[config.mk]
export PLATFORM = sky130hd
export DESIGN_NAME = hs_assoc_search
export DESIGN_NICKNAME = d
export VERILOG_FILES = /design/src/rtl/hs_pkg.sv /design/src/rtl/hs_popcount.sv /design/src/rtl/hs_vecmem.sv /design/src/rtl/hs_search_ctrl.sv /design/src/rtl/hs_assoc_search.sv
export SDC_FILE = /design/constraint.sdc
export NUM_CORES = 1
export LEC_CHECK = 0
export BUFFER_PORTS_ARGS = -buffer_cell sky130_fd_sc_hd__buf_2
export CORE_MARGIN = 2
export CORE_UTILIZATION = 52
export CTS_CLUSTER_SIZE = 8
export DETAILED_ROUTE_END_ITERATION = 16
export PLACE_DENSITY = 0.69
export REMOVE_ABC_BUFFERS = 1
export SYNTH_ARGS = -nofsm -noshare
export SYNTH_HDL_FRONTEND = slang
export SYNTH_SLANG_ARGS = --single-unit
[constraint.sdc]
create_clock -name clk -period 8.5 [get_ports clk]
set_input_delay 1.7 -clock clk [delete_from_list [all_inputs] [get_ports clk]]
set_output_delay 1.7 -clock clk [all_outputs]
set_load 0.01 [all_outputs]
[src/rtl/hs_pkg.sv]
package hs_pkg;
  typedef enum logic [1:0] {
    ST_IDLE = 2'd0,
    ST_SCAN = 2'd1,
    ST_FIN  = 2'd2
  } hs_state_e;
endpackage

[src/rtl/hs_popcount.sv]
module hs_popcount #(
  parameter int IN_W  = 16,
  parameter int OUT_W = 6
) (
  input  logic [IN_W-1:0]  vec,
  output logic [OUT_W-1:0] cnt
);
  always_comb begin
    cnt = '0;
    for (int i = 0; i < IN_W; i++) cnt = cnt + OUT_W'(vec[i]);
  end
endmodule

[src/rtl/hs_vecmem.sv]
module hs_vecmem #(
  parameter int ROWS    = 8,
  parameter int SLICES  = 2,
  parameter int SLICE_W = 16,
  parameter int IDX_W   = 3,
  parameter int SL_W    = 1
) (
  input  logic               clk,
  input  logic               rst_n,
  input  logic [ROWS-1:0]    wr_row_oh,
  input  logic [SL_W-1:0]    wr_slice,
  input  logic [SLICE_W-1:0] wr_data,
  input  logic [IDX_W-1:0]   rd_row,
  input  logic [SL_W-1:0]    rd_slice,
  output logic [SLICE_W-1:0] rd_data,
  input  logic [IDX_W-1:0]   cand_row,
  input  logic [SL_W-1:0]    cand_slice,
  output logic [SLICE_W-1:0] cand_data,
  output logic [SLICE_W-1:0] query_data
);
  logic [SLICE_W-1:0] mem_q [ROWS][SLICES];

  for (genvar r = 0; r < ROWS; r++) begin : g_row
    for (genvar s = 0; s < SLICES; s++) begin : g_slice
      always_ff @(posedge clk or negedge rst_n) begin
        if (!rst_n) mem_q[r][s] <= '0;
        else if (wr_row_oh[r] && wr_slice == SL_W'(s)) mem_q[r][s] <= wr_data;
      end
    end
  end

  always_ff @(posedge clk or negedge rst_n) begin
    if (!rst_n) rd_data <= '0;
    else        rd_data <= mem_q[rd_row][rd_slice];
  end

  assign cand_data  = mem_q[cand_row][cand_slice];
  assign query_data = mem_q[ROWS-1][cand_slice];

  AST_WR_ONEHOT: assert property (@(posedge clk) disable iff (!rst_n)
    $onehot0(wr_row_oh));
endmodule

[src/rtl/hs_search_ctrl.sv]
module hs_search_ctrl
  import hs_pkg::*;
#(
  parameter int SLICES = 2,
  parameter int IDX_W  = 3,
  parameter int SL_W   = 1,
  parameter int DIST_W = 6
) (
  input  logic              clk,
  input  logic              rst_n,
  input  logic              start_valid,
  output logic              start_ready,
  input  logic [IDX_W-1:0]  start_limit,
  input  logic [DIST_W-1:0] dist_thr,
  input  logic [IDX_W-1:0]  idx_thr,
  input  logic              irq_clear,
  input  logic [DIST_W-1:0] slice_cnt,
  output logic [IDX_W-1:0]  cand_row,
  output logic [SL_W-1:0]   cand_slice,
  output logic              busy,
  output logic              done,
  output logic [IDX_W-1:0]  best_idx,
  output logic [DIST_W-1:0] best_dist,
  output logic              irq
);
  hs_state_e         state_q;
  logic [IDX_W-1:0]  row_q, limit_q, ithr_q;
  logic [SL_W-1:0]   slice_q;
  logic [DIST_W-1:0] acc_q, dthr_q, total;
  logic              accept, last_slice, last_row, pass;

  assign start_ready = (state_q == ST_IDLE);
  assign busy        = (state_q != ST_IDLE);
  assign accept      = start_valid && start_ready;
  assign total       = acc_q + slice_cnt;
  assign last_slice  = (slice_q == SL_W'(SLICES - 1));
  assign last_row    = (row_q == IDX_W'(limit_q - 1'b1));
  assign pass        = (best_dist <= dthr_q) && (best_idx <= ithr_q);
  assign cand_row    = row_q;
  assign cand_slice  = slice_q;

  always_ff @(posedge clk or negedge rst_n) begin
    if (!rst_n) begin
      state_q   <= ST_IDLE;
      row_q     <= '0;
      slice_q   <= '0;
      acc_q     <= '0;
      limit_q   <= '0;
      dthr_q    <= '0;
      ithr_q    <= '0;
      best_idx  <= '0;
      best_dist <= '1;
      done      <= 1'b0;
      irq       <= 1'b0;
    end else begin
      done <= 1'b0;
      if (state_q == ST_FIN && pass) irq <= 1'b1;
      else if (irq_clear)            irq <= 1'b0;
      unique case (state_q)
        ST_IDLE: if (accept) begin
          best_idx  <= '0;
          best_dist <= '1;
          row_q     <= '0;
          slice_q   <= '0;
          acc_q     <= '0;
          limit_q   <= start_limit;
          dthr_q    <= dist_thr;
          ithr_q    <= idx_thr;
          if (start_limit == '0) done <= 1'b1;
          else                   state_q <= ST_SCAN;
        end
        ST_SCAN: begin
          if (last_slice) begin
            if (total < best_dist) begin  // strict: earlier row keeps ties
              best_dist <= total;
              best_idx  <= row_q;
            end
            acc_q   <= '0;
            slice_q <= '0;
            if (last_row) state_q <= ST_FIN;
            else          row_q   <= row_q + 1'b1;
          end else begin
            acc_q   <= total;
            slice_q <= slice_q + 1'b1;
          end
        end
        ST_FIN: begin
          done    <= 1'b1;
          state_q <= ST_IDLE;
        end
        default: state_q <= ST_IDLE;
      endcase
    end
  end

  AST_ROW_BELOW_LIMIT: assert property (@(posedge clk) disable iff (!rst_n)
    (state_q == ST_SCAN) |-> (row_q < limit_q));
  AST_DONE_PULSE: assert property (@(posedge clk) disable iff (!rst_n)
    done |=> !done);
  AST_BUSY_END_DONE: assert property (@(posedge clk) disable iff (!rst_n)
    $fell(busy) |-> done);
  AST_ZERO_LIMIT: assert property (@(posedge clk) disable iff (!rst_n)
    (accept && start_limit == '0) |=> (done && !busy && best_dist == '1 && !$rose(irq)));
  AST_IRQ_GATE: assert property (@(posedge clk) disable iff (!rst_n)
    $rose(irq) |-> (done && best_dist <= dthr_q && best_idx <= ithr_q));
  AST_IRQ_STICKY: assert property (@(posedge clk) disable iff (!rst_n)
    (irq && !irq_clear) |=> irq);
endmodule

[src/rtl/hs_assoc_search.sv]
module hs_assoc_search #(
  parameter int ROWS    = 8,
  parameter int SLICES  = 2,
  parameter int SLICE_W = 16,
  localparam int IDX_W  = $clog2(ROWS),
  localparam int SL_W   = (SLICES > 1) ? $clog2(SLICES) : 1,
  localparam int DIST_W = $clog2(SLICES * SLICE_W + 2)
) (
  input  logic               clk,
  input  logic               rst_n,
  input  logic [ROWS-1:0]    wr_row_oh,
  input  logic [SL_W-1:0]    wr_slice,
  input  logic [SLICE_W-1:0] wr_data,
  input  logic [IDX_W-1:0]   rd_row,
  input  logic [SL_W-1:0]    rd_slice,
  output logic [SLICE_W-1:0] rd_data,
  input  logic               start_valid,
  output logic               start_ready,
  input  logic [IDX_W-1:0]   start_limit,
  input  logic [DIST_W-1:0]  dist_thr,
  input  logic [IDX_W-1:0]   idx_thr,
  input  logic               irq_clear,
  output logic               busy,
  output logic               done,
  output logic [IDX_W-1:0]   best_idx,
  output logic [DIST_W-1:0]  best_dist,
  output logic               irq
);
  logic [IDX_W-1:0]   cand_row;
  logic [SL_W-1:0]    cand_slice;
  logic [SLICE_W-1:0] cand_data, query_data;
  logic [DIST_W-1:0]  slice_cnt;

  hs_vecmem #(.ROWS(ROWS), .SLICES(SLICES), .SLICE_W(SLICE_W),
              .IDX_W(IDX_W), .SL_W(SL_W)) u_mem (
    .clk(clk), .rst_n(rst_n),
    .wr_row_oh(wr_row_oh), .wr_slice(wr_slice), .wr_data(wr_data),
    .rd_row(rd_row), .rd_slice(rd_slice), .rd_data(rd_data),
    .cand_row(cand_row), .cand_slice(cand_slice),
    .cand_data(cand_data), .query_data(query_data)
  );

  hs_popcount #(.IN_W(SLICE_W), .OUT_W(DIST_W)) u_pop (
    .vec(cand_data ^ query_data), .cnt(slice_cnt)
  );

  hs_search_ctrl #(.SLICES(SLICES), .IDX_W(IDX_W), .SL_W(SL_W),
                   .DIST_W(DIST_W)) u_ctrl (
    .clk(clk), .rst_n(rst_n),
    .start_valid(start_valid), .start_ready(start_ready),
    .start_limit(start_limit), .dist_thr(dist_thr), .idx_thr(idx_thr),
    .irq_clear(irq_clear), .slice_cnt(slice_cnt),
    .cand_row(cand_row), .cand_slice(cand_slice),
    .busy(busy), .done(done), .best_idx(best_idx), .best_dist(best_dist),
    .irq(irq)
  );
endmodule

==> impl_metrics.tcl <==
set metrics [dict create \
    ctsLongestPathBuffers 3 \
    critical_path_class "register to register" \
    grt_pass1_vias 10388 \
    floorplan.initialDensity 0.5263 \
    vias 9910 \
    cts_resized 0 \
    hold_viol 0 \
    status "finished clean" \
    fin_nets 1257 \
    synth_edf_count 0 \
    dr.pass1.iters 5 \
    synth_top_area_frac 0.4559 \
    crit_fanout 42 \
    ios 74 \
    cp-start-kind "register" \
    core-area_um2 31390 \
    rows 65 \
    grt_usage 0.2498 \
    rsz0062_at_grt "no" \
    clk_latency_ns 0.54 \
    hp-class "register to register" \
    grt_max_degree 122 \
    slew_viol_final 0 \
    final.min_clock_period_ns 6.989 \
    cp.depth 23 \
    critical_path.top_delay_family "adder cells" \
    syn-cell-area_um2 16520 \
    numCtsBuffers 44 \
    ant_nets 0 \
    die-area_um2 33220 \
    routed_via_density 6.229 \
    drcViolationCount 0 \
    gr-total-overflow 0 \
    yosysWarnings 0 \
    die_h_um 182.3 \
    r2r-start "u_ctrl.cand_row[1]$_DFFE_PN0P_" \
    drive_gt1_frac 0.4819 \
    synth_seq_area_share 0.4654 \
    fin_skew_ns 0.01544 \
    drtIter0Drc 687 \
    final.setup.worst_slack_ns 1.511 \
    worstHoldPathCells 2 \
    path_clk_slew_ns 0.05 \
    end_kind "register" \
    port_buffers 73 \
    numClockSinks 307 \
    crit_required_ns 8.95 \
    synthArstFlopShare 1.000 \
    slowest_stage "dfrtp_4" \
    finalSetupViolations 0 \
    area_growth_pct 11.81 \
    cpPeakStageDelay_ns 1.01 \
    tightest_slew_ns 1.069 \
    cts_tree "built" \
    synth.top_cells.by_area "dfrtp_1 (46%), mux4_2 (20%), mux2_2 (17%)" \
    synth_top_area_cell "dfrtp_1" \
    synth.distinct_cells 37 \
    ys.flop_type "dfrtp_1" \
    antenna_found_initial 1 \
    worstHoldStart "u_ctrl.ithr_q[0]$_DFFE_PN0P_" \
    netlist_instances 1108 \
    crit_top_cell "fa_1" \
    num-fill-cells 2486 \
    startpoint "u_ctrl.cand_row[1]$_DFFE_PN0P_" \
    worstPathArrival_ns 7.44 \
    avgRoutedWirePerCell_um 24.82 \
    max_freq_mhz 143.1 \
    cts_hold_buf 0 \
    dieWidth_um 182.3 \
    htree_levels 2 \
    synth.avg_cell_area_um2 14.91 \
    slew_headroom 0.2871 \
    place_congestion 0.7928 \
    critPathBufInv 4 \
    cts_root_buffer "clkbuf_16" \
    ys_ff_latch 307 \
    diodes 0 \
    place_ws_ns 1.489 \
    cap_viol_max_count 0 \
    cp_cell_sequence "buf_4, mux4_2, mux2i_1, xnor2_1, nand2_1, o21ai_1, fa_1, fa_1, fa_1, inv_1, fa_1, inv_1, ha_1, fa_1, a21o_1, a21oi_1, xnor2_1, ha_1, a211o_1, a21oi_1, o31ai_1, buf_4, mux2i_1" \
    dpl.hpwl_um 23270 \
    min_period_over_period 0.8222 \
    worst_r2r_path_depth 23 \
    grt_pass1_wl_um 62730 \
    wl_um 39500 \
    postCtsSetupBuffers 0 \
]
worst reg2reg max path, stage by stage, from the launching register on:
cell	delay, ns
dfrtp_4	1.01
buf_4	0.38
mux4_2	0.51
mux2i_1	0.17
xnor2_1	0.15
nand2_1	0.07
o21ai_1	0.16
fa_1	0.53
fa_1	0.54
fa_1	0.49
inv_1	0.05
fa_1	0.47
inv_1	0.04
ha_1	0.21
fa_1	0.47
a21o_1	0.20
a21oi_1	0.18
xnor2_1	0.20
ha_1	0.23
a211o_1	0.12
a21oi_1	0.05
o31ai_1	0.23
buf_4	0.24
mux2i_1	0.22
layout make-up:
type	instances	area, µm²	share of cell area
Clock buffer	61	1196	0.06475
Timing Repair Buffer	106	625.6	0.03386
Tap cell	402	503.0	0.02723
Inverter	36	135.1	0.007315
Clock inverter	3	22.52	0.001219
Sequential cell	307	7696	0.4166
Multi-Input combinational cell	676	8295	0.4490
placed cells by master (no fill, tap or decap), types with 11 or more instances in the layout:
master,synthesis,routed
a21oi_1,12,12
buf_2,27,71
buf_4,0,34
clkbuf_1,44,15
clkbuf_16,0,45
dfrtp_1,301,298
fa_1,11,11
ha_1,30,30
inv_1,36,36
mux2_2,256,256
mux2i_1,40,40
mux4_2,144,144
nand2_1,47,47
nor2_1,17,17
o21ai_0,23,23
xnor2_1,18,18
xor2_1,21,21
stage by stage:
| stage | area [µm²] | cells | util | setup TNS, ns | hold WS (ns) |
|---|---|---|---|---|---|
| CTS | 18470 | 1591 | 0.5885 | 0 | 0.4982 |
| finish | 18470 | 1591 | 0.5885 | 0 | 0.4921 |
| global placement | 17260 | 1527 | 0.5497 | 0 | 0.4723 |
| global route | 18470 | 1591 | 0.5885 | 0 | 0.5268 |
| floorplan | 16100 | 1019 | - | -2.912 | 0.4497 |
| detailed placement | 17260 | 1527 | 0.5497 | 0 | 0.4750 |
synth_stat cells (all sizes together), types with 2 or more instances:
cell type  number
xor2           21
nand2          47
xnor2          18
a32o            5
dfstp           6
mux2          256
nand3b          3
a21oi          12
mux2i          40
nor2b          14
fa             11
o21bai          2
nor3            2
inv            36
nand2b          2
o31ai           2
buf            45
nand3           8
o21ai          30
o22ai           2
o21a            3
mux4          144
clkbuf         44
dfrtp         301
nor2           17
ha             30
a21o            2
kinds of logic after synthesis:
family,after synthesis,synth area share
muxes,440,0.3950
DFF,307,0.4654
buffers and inverters,125,0.03400
and+or+nand+nor,94,0.02537
AOI/OAI and AO/OA,61,0.02211
adders and majority gates,41,0.03605
xor gates and xnor gates,40,0.02204
state kept, by name, summed over array words and instances, names as in the netlist, 2 cells and up:
name / count
u_mem.mem_q: 256
u_mem.rd_data: 16
u_ctrl.acc_q: 6
u_ctrl.best_dist: 6
u_ctrl.dthr_q: 6
u_ctrl.best_idx: 3
u_ctrl.cand_row: 3
u_ctrl.ithr_q: 3
u_ctrl.limit_q: 3
u_ctrl.state_q: 2
path summary, 6_finish.rpt:
path	endpoint	slack (ns)
max	u_ctrl.best_dist[4]$_DFFE_PN1P_	1.51
min	u_ctrl.ithr_q[0]$_DFFE_PN0P_	0.49
max reg2reg	u_ctrl.best_dist[4]$_DFFE_PN1P_	1.51
min reg2reg	u_ctrl.ithr_q[0]$_DFFE_PN0P_	0.49
max in group asynchronous	u_ctrl.cand_row[1]$_DFFE_PN0P_	5.73
min in group asynchronous	u_ctrl.done$_DFF_PN0_	1.25
metal layers:
metal  global-route usage  share of wire  wire (µm)  vias to the layer above
li1                     -              -          -                     4276
met1               0.3667           0.44      17470                     5273
met2               0.3942           0.48      18920                      299
met3              0.04071          0.059       2327                       60
met4              0.06355          0.019        768                        2
met5                    0        0.00033         13                        -
Power is left out: the tool's default activity adds up to more than one toggle a clock period on the data nets, which glitch-free logic cannot reach.
